### config.mk
export PLATFORM = sky130hd
export DESIGN_NAME = spi_stat_slave
export DESIGN_NICKNAME = d
export VERILOG_FILES = /design/src/rtl/spi_stat_pkg.sv /design/src/rtl/spi_stat_sync.sv /design/src/rtl/spi_stat_frame.sv /design/src/rtl/spi_stat_tally.sv /design/src/rtl/spi_stat_slave.sv
export SDC_FILE = /design/constraint.sdc
export NUM_CORES = 1
export LEC_CHECK = 0
export ABC_AREA = 1
export BUFFER_PORTS_ARGS = -buffer_cell sky130_fd_sc_hd__buf_4
export CAP_MARGIN = 10
export CORE_MARGIN = 3
export CORE_UTILIZATION = 28
export DETAILED_ROUTE_END_ITERATION = 8
export REMOVE_ABC_BUFFERS = 1
export SLEW_MARGIN = 0
export SYNTH_ARGS = -nofsm -noshare
export SYNTH_HDL_FRONTEND = slang
export SYNTH_SLANG_ARGS = --single-unit
### constraint.sdc
create_clock -name clk -period 1.9 [get_ports clk]
set_input_delay 0.38 -clock clk [delete_from_list [all_inputs] [get_ports clk]]
set_output_delay 0.38 -clock clk [all_outputs]
set_load 0.03 [all_outputs]
### src/rtl/spi_stat_pkg.sv
package spi_stat_pkg;

  typedef enum logic [1:0] {
    PH_CMD    = 2'd0,
    PH_ADR_HI = 2'd1,
    PH_ADR_LO = 2'd2,
    PH_DATA   = 2'd3
  } phase_e;

  typedef struct packed {
    logic       rdy_err;
    logic       sent_par;
    logic       recv_par;
    logic [2:0] cnt;
    logic [1:0] rsvd;
  } stat_t;

  function automatic logic in_window(input logic [15:0] a,
                                     input logic [15:0] base,
                                     input int          lg);
    return (a >> lg) == (base >> lg);
  endfunction

endpackage

### src/rtl/spi_stat_sync.sv
// Samples the serial pins with clk and produces single-cycle edge events.
module spi_stat_sync (
  input  logic clk,
  input  logic rst,
  input  logic sck,
  input  logic cs_n,
  input  logic mosi,
  output logic sck_rise,
  output logic sck_fall,
  output logic cs_start,
  output logic cs_end,
  output logic sel,
  output logic mosi_s
);

  logic sck_q, sck_q2, cs_q, cs_q2;

  always_ff @(posedge clk) begin
    if (rst) begin
      sck_q  <= 1'b0;
      sck_q2 <= 1'b0;
      cs_q   <= 1'b1;
      cs_q2  <= 1'b1;
      mosi_s <= 1'b0;
    end else begin
      sck_q  <= sck;
      sck_q2 <= sck_q;
      cs_q   <= cs_n;
      cs_q2  <= cs_q;
      mosi_s <= mosi;
    end
  end

  assign sck_rise = sck_q & ~sck_q2;
  assign sck_fall = ~sck_q & sck_q2;
  assign cs_start = ~cs_q & cs_q2;
  assign cs_end   = cs_q & ~cs_q2;
  assign sel      = ~cs_q;

endmodule

### src/rtl/spi_stat_frame.sv
// Bit and byte framing: receive shifter, bit counter, transaction phase.
module spi_stat_frame
  import spi_stat_pkg::*;
(
  input  logic       clk,
  input  logic       rst,
  input  logic       start,
  input  logic       rise,
  input  logic       sel,
  input  logic       mosi_s,
  output logic       byte_done,
  output logic [7:0] byte_val,
  output phase_e     ph,
  output logic [2:0] bit_cnt
);

  logic [7:0] rx_sh;

  assign byte_val  = {rx_sh[6:0], mosi_s};
  assign byte_done = sel & rise & (bit_cnt == 3'd7);

  always_ff @(posedge clk) begin
    if (rst) begin
      rx_sh   <= '0;
      bit_cnt <= '0;
      ph      <= PH_CMD;
    end else if (start) begin
      bit_cnt <= '0;
      ph      <= PH_CMD;
    end else if (sel && rise) begin
      rx_sh   <= byte_val;
      bit_cnt <= bit_cnt + 3'd1;
      if (bit_cnt == 3'd7 && ph != PH_DATA)
        ph <= phase_e'(ph + 2'd1);
    end
  end

endmodule

### src/rtl/spi_stat_tally.sv
// Collects the per-transaction summary and latches it when chip select rises.
module spi_stat_tally
  import spi_stat_pkg::*;
(
  input  logic       clk,
  input  logic       rst,
  input  logic       start,
  input  logic       finish,
  input  logic       byte_done,
  input  logic [7:0] byte_val,
  input  logic       is_data,
  input  logic       is_read,
  input  logic [7:0] sent_byte,
  input  logic       fail,
  output stat_t      stat
);

  logic       err_acc, sent_acc, recv_acc, any_data;
  logic [2:0] cnt_acc;

  always_ff @(posedge clk) begin
    if (rst) begin
      err_acc  <= 1'b0;
      sent_acc <= 1'b0;
      recv_acc <= 1'b0;
      any_data <= 1'b0;
      cnt_acc  <= '0;
      stat     <= '0;
    end else if (start) begin
      err_acc  <= 1'b0;
      sent_acc <= 1'b0;
      recv_acc <= 1'b0;
      any_data <= 1'b0;
      cnt_acc  <= '0;
    end else begin
      if (fail)
        err_acc <= 1'b1;
      if (byte_done) begin
        recv_acc <= recv_acc ^ (^byte_val);
        if (is_data) begin
          cnt_acc  <= cnt_acc + 3'd1;
          any_data <= 1'b1;
          if (is_read)
            sent_acc <= sent_acc ^ (^sent_byte);
        end
      end
      if (finish) begin
        stat.rdy_err  <= err_acc | fail;
        stat.sent_par <= sent_acc;
        stat.recv_par <= recv_acc;
        stat.cnt      <= any_data ? cnt_acc : 3'b111;
        stat.rsvd     <= 2'b00;
      end
    end
  end

endmodule

### src/rtl/spi_stat_slave.sv
module spi_stat_slave
  import spi_stat_pkg::*;
#(
  parameter int          ADDR_W   = 16,
  parameter logic [15:0] WIN_BASE = 16'h0040,
  parameter int          WIN_LG   = 4
) (
  input  logic              clk,
  input  logic              rst,
  input  logic              en,
  input  logic              safe_mode,
  input  logic              sck,
  input  logic              cs_n,
  input  logic              mosi,
  output logic              miso,
  output logic [ADDR_W-1:0] mem_addr,
  output logic              mem_rd,
  output logic              mem_wr,
  output logic [7:0]        mem_wdata,
  input  logic [7:0]        mem_rdata,
  input  logic              mem_ready,
  output logic [7:0]        cmd_reg
);

  localparam int FIELD_W = 16;

  logic rise, fall, cs_start, cs_end, sel, mosi_s;
  logic rise_g, fall_g, start_g, end_g;

  spi_stat_sync u_sync (
    .clk      (clk),
    .rst      (rst),
    .sck      (sck),
    .cs_n     (cs_n),
    .mosi     (mosi),
    .sck_rise (rise),
    .sck_fall (fall),
    .cs_start (cs_start),
    .cs_end   (cs_end),
    .sel      (sel),
    .mosi_s   (mosi_s)
  );

  assign rise_g  = en & rise;
  assign fall_g  = en & fall;
  assign start_g = en & cs_start;
  assign end_g   = en & cs_end;

  logic       byte_done;
  logic [7:0] byte_val;
  phase_e     ph;
  logic [2:0] bit_cnt;

  spi_stat_frame u_frame (
    .clk       (clk),
    .rst       (rst),
    .start     (start_g),
    .rise      (rise_g),
    .sel       (sel),
    .mosi_s    (mosi_s),
    .byte_done (byte_done),
    .byte_val  (byte_val),
    .ph        (ph),
    .bit_cnt   (bit_cnt)
  );

  logic [FIELD_W-1:0] addr;
  logic [FIELD_W-1:0] req_addr;
  logic [7:0]         tx_sh, tx_cur;
  logic               fail, blocked;
  stat_t              stat;

  assign fail    = (mem_rd | mem_wr) & ~mem_ready;
  assign blocked = safe_mode & ~in_window(addr, WIN_BASE, WIN_LG);

  spi_stat_tally u_tally (
    .clk       (clk),
    .rst       (rst),
    .start     (start_g),
    .finish    (end_g),
    .byte_done (byte_done),
    .byte_val  (byte_val),
    .is_data   (ph == PH_DATA),
    .is_read   (cmd_reg[7]),
    .sent_byte (tx_cur),
    .fail      (fail),
    .stat      (stat)
  );

  always_ff @(posedge clk) begin
    if (rst) begin
      addr      <= '0;
      req_addr  <= '0;
      tx_sh     <= '0;
      tx_cur    <= '0;
      cmd_reg   <= '0;
      mem_rd    <= 1'b0;
      mem_wr    <= 1'b0;
      mem_wdata <= '0;
    end else begin
      mem_rd <= 1'b0;
      mem_wr <= 1'b0;
      if (start_g) begin
        tx_sh  <= stat;
        tx_cur <= '0;
      end else begin
        if (sel && fall_g && bit_cnt != 3'd0)
          tx_sh <= {tx_sh[6:0], 1'b0};
        if (byte_done) begin
          tx_sh <= '0;
          unique case (ph)
            PH_CMD:    cmd_reg <= byte_val;
            PH_ADR_HI: addr[15:8] <= byte_val;
            PH_ADR_LO: begin
              if (cmd_reg[7]) begin
                mem_rd   <= 1'b1;
                req_addr <= {addr[15:8], byte_val};
                addr     <= {addr[15:8], byte_val} + 16'd1;
              end else begin
                addr <= {addr[15:8], byte_val};
              end
            end
            PH_DATA: begin
              req_addr <= addr;
              addr     <= addr + 16'd1;
              if (cmd_reg[7]) begin
                mem_rd <= 1'b1;
              end else begin
                mem_wdata <= byte_val;
                mem_wr    <= ~blocked;
              end
            end
            default: ;
          endcase
        end
        if (mem_rd) begin
          tx_sh  <= mem_ready ? mem_rdata : 8'h00;
          tx_cur <= mem_ready ? mem_rdata : 8'h00;
        end
      end
    end
  end

  assign mem_addr = req_addr[ADDR_W-1:0];
  assign miso     = en & sel & tx_sh[7];

endmodule

# Word level (Yosys, flattened, before mapping)
# Cells that the tools add are included.
# totals
wordCells	105
input_bits	16
reg_bits	96
output_inout_bits	35
# classes
n_mux	12
n_addsub	5
reduce_logical	25
n_bitwise	30
eq_ne	7
# op_table
cell	n
two-way mux 8 bit	5
adder 16 x 1 -> 16 bit, second input constant	2
two-way mux 16 bit	2
case mux 16 bit (2 select lines)	1
case mux 8 bit (3 select lines)	1
case mux 8 bit (2 select lines)	1
XOR reduction 8 bit	2
AND 1 bit	14
== test 12 x 3 -> 1 bit, second input constant	1
NOT 1 bit	12
AND reduction 4 bit	3
AND reduction 3 bit	3
AND reduction 2 bit	4
adder 3 x 1 -> 3 bit, second input constant	2
nonzero test 3 bit	2
OR reduction 5 bit	1
== test 2 bit, second input constant	2
logical AND 1 bit	4
inequality test 2 bit, second input constant	2
nonzero test 4 bit	1
OR reduction 2 bit	2
OR reduction 4 bit	1
== test 3 bit, second input constant	1
two-way mux 3 bit	1
7 further kinds	9

# Logic depth before layout (Yosys ltp)
# Gate-level depths: netlist of run 1.
# logic_depth
word_depth	9
ltp_mapped	11
ltp_nobuf	11

# Modules after synthesis
# Synthesis of run 1 repeated with hierarchy kept, for this count alone.
# hier_totals
hier_cells	787
area_unflattened_um2	5142.4
# modules_own_cells
mod	n_inst	seq_area_each_um2	cells_each	area_per_inst_um2
spi_stat_slave	1	1321.3	528	3558.4
spi_stat_tally	1	260.2	155	863.3
spi_stat_frame	1	240.2	82	554.3
spi_stat_sync	1	100.1	22	166.4

# Worst setup path before layout of run 1
# OpenSTA, ideal clock, no wires.
# synth_path
kind	flip-flop to flip-flop
from	register u_frame.bit_cnt[0]
to	register mem_wdata[1]
stages_incl_launch_ff	10
synth_period_minus_slack_ns	1.578
t_arrival_ns	1.462
required_time_ns	1.784
setup_ns	0.116
path_buffers	0
slack_ns	0.322
cell_sequence	dfxtp_1 ha_1 ha_1 inv_1 nor2_4 nand2_2 nor3_4 inv_2 nor2_1 nor2_1
# synth_between
elab_chain_len	3
# synth_lines
item	line	text
start, declared	spi_stat_frame.sv:14	output logic [2:0] bit_cnt
start signal, assigned	spi_stat_frame.sv:32	bit_cnt <= bit_cnt + 3'd1;
== test 3 bit	spi_stat_frame.sv:20	assign byte_done = sel & rise & (bit_cnt == 3'd7);
AND 1 bit	spi_stat_frame.sv:20	
AND reduction 4 bit (no line)	n/a	
end signal, assigned	spi_stat_slave.sv:129	mem_wdata <= byte_val;
end, declared	spi_stat_slave.sv:19	output logic [7:0] mem_wdata,
# No other way between the ends.
# A chain may end at the register's enable or synchronous reset.

# Worst setup path after layout of run 1
# layout_path
from	register u_frame.ph[0]
to	register req_addr[0], in the netlist mem_addr[0]
# layout_between
elab_chain_len	3
word_cells_on_any_way	6
classes_between	eq/ne: 3; mux: 1; reduce/logical: 2
# layout_lines
item	line	text
start, declared	spi_stat_frame.sv:13	output phase_e ph,
start signal, assigned	spi_stat_frame.sv:34	ph <= phase_e'(ph + 2'd1);
== test 2 bit	spi_stat_slave.sv:111	unique case (ph)
inequality test 2 bit (no line) / nonzero test 2 bit (equally long branches)	n/a	
AND reduction 4 bit (no line)	n/a	
end signal, assigned	spi_stat_slave.sv:117	req_addr <= {addr[15:8], byte_val};
end signal, assigned	spi_stat_slave.sv:124	req_addr <= addr;
end, declared	spi_stat_slave.sv:68	logic [FIELD_W-1:0] req_addr;
# Several ways; a longest one is shown, not always the timed one.

==> results.txt, run 1 <==
- Run status: complete, no violations
* Placed instance count: 986
- Total wirelength of the detailed-routed design: 13,110 um
- By area the synthesized netlist is led by dfxtp_1 39%, nand2_1 11%, a21oi_1 8.7%, o21ai_0 7.9%, nor2_1 7.1%.
* Vias in the first global route: 4,405
- Proportion of layout cells with a drive suffix above 1: 14.69%
- After detailed placement, the total cell area comes to 5607 um^2.
* Count of warnings emitted by yosys: 0
- In this run the deepest clock path goes through 2 buffers.
- Endpoint required time on the critical path: 2.19 ns
- In this run the remaining antenna-violating nets after routing total 0.
- Part of the cycle the worst path needs: 92.27%
- Pin count of the biggest net entering global routing: 35
- The first routing iteration left 266 violations.
* Slowest cell on the critical path: dfxtp_1
- Dividing total power by cell area gives a power density of 686.4 nW/um^2.
* Part of the power in combinational logic: 3.8%
- Synthesis inferred 96 register bits.
- The finished cells cover 5924 um^2.
- After clock tree synthesis, the flow added hold-fix buffers numbering 0.
* Maximum frequency from static timing analysis: 570.4 MHz
* Part of the total power dissipated in the clock network: 46.0%
- Total clock buffers created by CTS: 9
* Biggest fanout along the worst timing path: 30
- Pint: 0.003155 W
- STA classifies the critical path endpoint as a flop.
- Overall overflow remaining after global route: 0
* Max-cap violation count: 0
* Max-Slew Margin vs Limit: 62.46%
- TritonRoute pass-1 iters: 5
* Worst path bufs/invs: 3
- For the worst setup path, the data arrival time is 2.04 ns.
* Total number of placement rows: 47
- Die area: 19,000 um^2
- Sorting the synthesized cells by how often they occur yields 138 x nand2_1, 96 x dfxtp_1, 92 x nor2_1, 85 x a21oi_1, 77 x o21ai_0.
* Via count: 4,657
- From synthesis to final layout, the design area changed by 21.72%.
* Tot GR Track Use: 14.56%
- The number of slew-limit violations in the final report came to 0.
- For the pin with the worst max-slew slack, the measured transition is 0.5610 ns.
- For this design the top-level I/O count stands at 51.
- The worst setup path is launched from a flop.
* Weighted congestion at the end of routability-driven global placement: 0.8540
* Final instance count without filler cells: 1,003
* Share of total power consumed by net switching: 22.42%
- The root buffer cell chosen for the clock tree is clkbuf_16.
- From bottom edge to top edge, the die measures 137.8 um.
- A synthesized cell averages 6.769 um^2.
- Final Hold Violating Endpoints: 0
- The worst-case IR drop observed on VDD is 0.4517 mV.
- The filler cells instantiated in the layout total 1,880.
- Total of buffers placed on input and output ports: 50
- In the final design database the tool counted 807 nets.
- Final core area utilization: 35.23%
- After clock tree synthesis, the clock-pin slew on the worst setup and hold paths is 0.07 ns.
- The critical path is of the flop to flop type.
- Number of levels in the clock H-tree: 3
- Die Wd: 137.8 um
- The synthesized design spends more area on one cell type than any other, namely dfxtp_1.
- Critical path's largest stage delay: 0.33 ns
* Syn Std Cell Area: 4867 um^2
* Worst clock skew: 0.008106 ns
- DRC violations left: 0
- Library cell with the highest instance count after synthesis: nand2_1
* Top cell family by delay on the critical path: buffers and inverters
- Starting density of the core: 28.94%
- The min-delay analysis places its worst path in the category input port to flop.
- TritonCTS built the clock tree.
- Counting flops with a built-in enable in the synthesized netlist gives 0.
- HPWL after detailed placement: 9582 um
- Global-route wire length before repair: 21,920 um
- In the routed layout, each cell is associated on average with a via count of 4.643.
- Sequential cells account for 50.2% of the total power.
- Synthesis handed over a netlist of 719 instances.
- Setup violations remaining at the end of the flow were counted as 0.
- Dividing the detail-routed wire length by the instance count gives 13.07 um.
* Distinct cell type count of the synthesized netlist: 33
* Initial antenna violation count: 0
- The analysis attributes to cell leakage a power of 2.623 nW.
- Sequential fraction of the synthesis area: 39.49%
- Hold_ws: 0.2116 ns
* Placeable Area: 16,820 um^2
* Post-synthesis async set-or-reset flop share: 0%
- Subtracting the final worst setup slack from the clock period gives 1.753 ns.
- Number of sinks driven by the clock tree: 96
- In the synthesized netlist the dominant register cell turns out to be dfxtp_1.
* Series of cell instances along the critical path: inv_1 > ha_1 > nor2_1 > inv_2 > nand2_1 > nor2_2 > buf_12 > o211ai_1 > a21oi_1
- In this run the biggest area consumer among cell types represents 39.49% of the synthesized area.
- In this run the power spent charging and discharging nets is 0.0009117 W.
- Setup repair after global routing missed its margin: false
* Worst skew pair latency: 0.35 ns
* Inserted Diodes: 0
through the flow:
step	TNS [ns]	worst slack, ns	total power, W
6_report	0	0.1468	0.004066
3_3_place_gp	0	0.1437	0.002242
4_1_cts	0	0.1392	0.004128
5_1_grt	0	0.001594	0.004232
2_1_floorplan	-6.852	-0.4943	0.002161
3_5_place_dp	0	0.1487	0.002243
cells by family (layout without fill, tap and decap cells):
group,Yosys count,after routing,synth area share (%)
compound gates,174,174,18.35
fa+ha+maj,13,13,3.342
mux,1,1,0.2057
xor+xnor,6,6,1.080
buf+inv,109,173,8.792
flops,96,96,39.49
simple gates,320,320,28.74
cell usage in the layout, fill, tap and decap left out, drive strengths merged:
| cell | count |
|---|---|
| a31oi | 1 |
| nand2 | 142 |
| o32ai | 1 |
| a21oi | 85 |
| o21ai | 80 |
| o211ai | 7 |
| dfxtp | 96 |
| or2 | 9 |
| clkinv | 6 |
| nand2b | 1 |
| nor4 | 3 |
| buf | 76 |
| bufinv | 1 |
| clkinvlp | 1 |
| nand4 | 5 |
| xnor2 | 2 |
| mux2i | 1 |
| nor3 | 5 |
| ha | 13 |
| inv | 79 |
| clkbuf | 10 |
| nor2 | 98 |
| xor2 | 4 |
| nand3 | 57 |
path summary, 6_finish.rpt:
path | to | slack (ns) | start | cells after the start
min reg2reg | u_tally.stat[2]$_SDFFE_PP0P_ | 0.44 | u_tally.any_data$_SDFFE_PP0P_ | 1
min | u_sync.cs_q$_SDFF_PP1_ | 0.21 | cs_n | 2
max reg2reg | mem_addr[0]$_SDFFE_PP0P_ | 0.15 | u_frame.ph[0]$_SDFFE_PP0P_ | 9
max | mem_addr[0]$_SDFFE_PP0P_ | 0.15 | u_frame.ph[0]$_SDFFE_PP0P_ | 9
layout make-up:
type | count | area (um^2) | share of cell area, %
Sequential cell | 96 | 1922 | 32.44
Clock inverter | 6 | 68.82 | 1.162
Clock buffer | 10 | 239.0 | 4.034
Tap cell | 220 | 275.3 | 4.646
Multi-Input combinational cell | 514 | 2520 | 42.53
Timing Repair Buffer | 76 | 595.6 | 10.05
Inverter | 81 | 304.0 | 5.132
routing by layer:
metal,global-route usage (%),wire (um),up-vias,share of wire (%)
met5,0,0,-,0
met4,4.391,210,0,1.6
met3,3.470,496,14,3.8
met2,24.78,6213,76,47
met1,18.25,6186,2099,47
li1,-,-,2468,-
worst reg2reg max path, delay by kind of cell, from the launching register on:
family	cells	cell delay, ns
simple gates	3	0.32
fa+ha+maj	1	0.23
compound gates	2	0.31
buf+inv	3	0.49
flops	1	0.33
power by group through the flow:
| stage | Combinational [W] | Sequential (W) | Clock [W] |
|---|---|---|---|
| floorplan | 0.0000756 | 0.00209 | 0 |
| global placement | 0.000154 | 0.00209 | 0 |
| detailed placement | 0.000155 | 0.00209 | 0 |
| CTS | 0.000155 | 0.00204 | 0.00193 |
| finish | 0.000153 | 0.00204 | 0.00187 |
| global route | 0.000171 | 0.00204 | 0.00202 |
what timing repair did:
item                                    4_1_cts  5_1_grt
resized for setup                             0        1
endpoints found under the setup margin        0       10
buffers inserted                              0        1
Power figures use the tool's default switching activity.
==> run 2, diff against run 1 <==
CELL_PAD_IN_SITES_DETAIL_PLACEMENT = 1   (was default)
CELL_PAD_IN_SITES_GLOBAL_PLACEMENT = 1   (was default)
PLACE_DENSITY_LB_ADDON = 0.1   (was default)
==> results.txt, run 2 (same netlist as run 1, synthesis figures left out) <==
* Endpoint required time on the critical path: 2.14 ns (was 2.19 ns)
* Per-cell via count in the routed design: 4.844 (was 4.643)
* Initial antenna violation count: 0 (unchanged)
* Total wirelength of the detailed-routed design: 15,950 um (was 13,110 um)
- Commonest cells after routing, fill and taps aside: 138 x nand2_1, 96 x dfxtp_1, 90 x nor2_1 (was 138 x nand2_1, 96 x dfxtp_1, 91 x nor2_1).
- The global placement routability congestion is 0.8017 (was 0.8540).
- The nature of the critical path endpoint is a flop (unchanged).
- The first-pass iteration count of the detailed router was 4 (was 5).
- The total of max-cap violations is 0 (unchanged).
- Pint: 0.003032 W (was 0.003155 W)
* Post-DR wirelength/cell: 15.85 um (was 13.07 um)
- Power dissipated by switching net loads: 0.0009805 W (was 0.0009117 W)
- Number of nets in the final layout: 810 (was 807)
* # hold bufs at CTS: 0 (unchanged)
- The final-report hold violation count was 0 (unchanged).
- Proportion of layout cells with a drive suffix above 1: 15.14% (was 14.69%)
- Routed Antenna Nets: 0 (unchanged)
- Series of cell instances along the critical path: inv_1 > ha_1 > nor2_2 > inv_2 > nand2_1 > nor2_2 > buf_12 > inv_1 > nor2_1 > nor2_1 (was inv_1 > ha_1 > nor2_1 > inv_2 > nand2_1 > nor2_2 > buf_12 > o211ai_1 > a21oi_1)
- The clock period minus worst slack was 1.709 ns (was 1.753 ns).
- The maximum number of pins on one net before global-route repair came to 54 (was 35).
- The transition at the pin with the smallest max-transition slack came to 0.5846 ns (was 0.5610 ns).
- Total number of placement rows: 47 (unchanged)
- Setup repair after global routing missed its margin: false (unchanged).
- Placed instance count: 990 (was 986)
* Number of max-slew violations in the final report: 0 (unchanged)
- Worst skew pair latency: 0.35 ns (about the same)
* Die height: 137.8 um (unchanged)
* HPWL after detailed placement: 11,790 um (was 9582 um)
- Final instance count without filler cells: 1,006 (was 1,003)
- The part of the power in combinational logic is 3.9% (was 3.8%).
- Clk buf depth: 2 (unchanged)
- Part of the cycle the worst path needs: 89.94% (was 92.27%)
* Number of levels in the clock H-tree: 3 (unchanged)
* Leakage component of the power: 2.632 nW (was 2.623 nW)
- DRC violations left: 0 (unchanged)
* Starting density of the core: 28.94% (unchanged)
* CTS clock-pin slew for the worst setup and hold paths: 0.07 ns (about the same)
- The largest fanout on the critical path is 30 (unchanged).
- CTS tree: yes (unchanged)
- The worst hold-check path type was input port to flop (unchanged).
* Initial DRC count: 182 (was 266)
- The total power of the final layout is 0.004012 W (was 0.004066 W).
* Number of sinks driven by the clock tree: 96 (unchanged)
* Critical path's largest stage delay: 0.33 ns (about the same)
- The number of buffers created by CTS came to 9 (unchanged).
* Share of total power consumed by net switching: 24.44% (was 22.42%)
- The I/O pin total was 51 (unchanged).
- The critical path's slowest cell is dfxtp_1 (unchanged).
* Worst clock skew: 0.009934 ns (was 0.008106 ns)
- The register share of total power came to 50.9% (was 50.2%).
- The total power per unit cell area came to 676.8 nW/um^2 (was 686.4 nW/um^2).
* Setup Crit Path Kind: flop to flop (unchanged)
- Type of origin of the critical path: flop (unchanged)
* Top cell family by delay on the critical path: buffers and inverters (unchanged)
* Worst path bufs/invs: 4 (was 3)
* Die Wd: 137.8 um (unchanged)
- Placeable Area: 16,820 um^2 (unchanged)
- Setup violators final: 0 (unchanged)
- Vias in the first global route: 5,027 (was 4,405)
- The data arrival time of the worst path is 1.95 ns (was 2.04 ns).
- The die area was 19,000 um^2 (unchanged).
- The highest achievable clock rate was 585.2 MHz (was 570.4 MHz).
- Max-Slew Margin vs Limit: 60.88% (was 62.46%)
* Largest vdd supply drop: 0.4131 mV (was 0.4517 mV)
- Part of the total power dissipated in the clock network: 45.3% (was 46.0%)
* Global-route wire length before repair: 26,030 um (was 21,920 um)
* Most common cell after layout, fill and taps aside: nand2_1 (unchanged)
- Via count: 4,873 (was 4,657)
- Total of buffers placed on input and output ports: 50 (unchanged)
- The total global routing track utilization is 17.50% (was 14.56%).
- Run status: complete, no violations (unchanged).
- The area growth from synthesis to layout is 21.80% (was 21.72%).
* Inserted Diodes: 0 (unchanged)
- Overall overflow remaining after global route: 0 (unchanged)
- Clock root buffer master: clkbuf_16 (unchanged)
-- run 2: changes by cell type in the layout (fill, tap and decap cells not counted) --
cell / delta
bufinv_16: -1
inv_6: +3
nor2_1: -1
clkinv_4: -2
buf_4: +3
nor2_2: +1
-- run 2: path summary, 6_finish.rpt --
| kind | from | to | cells after the start | slack, ns |
|---|---|---|---|---|
| worst max-delay path | u_frame.ph[0]$_SDFFE_PP0P_ | mem_addr[4]$_SDFFE_PP0P_ | 10 | 0.19 |
| worst min-delay path | cs_n | u_sync.cs_q$_SDFF_PP1_ | 2 | 0.21 |
| worst max register to register | u_frame.ph[0]$_SDFFE_PP0P_ | mem_addr[4]$_SDFFE_PP0P_ | 10 | 0.19 |
| worst min register to register | u_tally.any_data$_SDFFE_PP0P_ | u_tally.stat[2]$_SDFFE_PP0P_ | 1 | 0.44 |
-- run 2: timing repair --
action                                  CTS  global route
endpoints found under the hold margin     0             0
gates resized for setup                   0             2
buffers inserted                          0             0
endpoints found under the setup margin    0             5
-- run 2: power groups by stage --
stage                     Clock, W  Combinational [W]  Sequential, W
after floorplan                  0          0.0000756        0.00209
after global placement           0           0.000156        0.00209
after detailed placement         0           0.000159        0.00209
after CTS                  0.00188           0.000160        0.00204
after global routing       0.00195           0.000176        0.00204
final                      0.00182           0.000156        0.00204
-- run 2: area by class of cell --
| cell class | instances | area [um^2] |
|---|---|---|
| Tap cell | 220 | 275.3 |
| Timing Repair Buffer | 79 | 618.1 |
| Fill cell | 2145 | 10890 |
| Clock buffer | 10 | 239.0 |
| Sequential cell | 96 | 1922 |
| Inverter | 81 | 304.0 |
| Multi-Input combinational cell | 514 | 2522 |
| Clock inverter | 6 | 47.55 |
-- run 2: per-stage QoR --
stage          worst slack (ns)  instance area, um^2  utilization (%)  TNS (ns)  hold WS [ns]
5_1_grt                 0.03868                 5928            35.25         0        0.2065
4_1_cts                 0.09837                 5923            35.22         0        0.1955
2_1_floorplan           -0.4943                 4743                -    -6.852        0.4199
3_3_place_gp             0.1921                 5637            33.51         0        0.4279
3_5_place_dp             0.1229                 5637            33.51         0        0.4356
6_report                 0.1911                 5928            35.25         0        0.2148
-- run 2: worst register-to-register path: cells and delay by family, from the launching register on --
family | cells | cell delay, ns
buffers and inverters | 4 | 0.55
and+or+nand+nor | 5 | 0.47
DFF | 1 | 0.33
adders and majority gates | 1 | 0.23
-- run 2: routing by layer --
| layer | up-vias | track usage, % | wire length [um] |
|---|---|---|---|
| li1 | 2467 | - | - |
| met1 | 2329 | 22.04 | 7431 |
| met4 | 0 | 4.281 | 198 |
| met5 | - | 0 | 0 |
| met2 | 63 | 31.21 | 7894 |
| met3 | 14 | 2.703 | 425 |
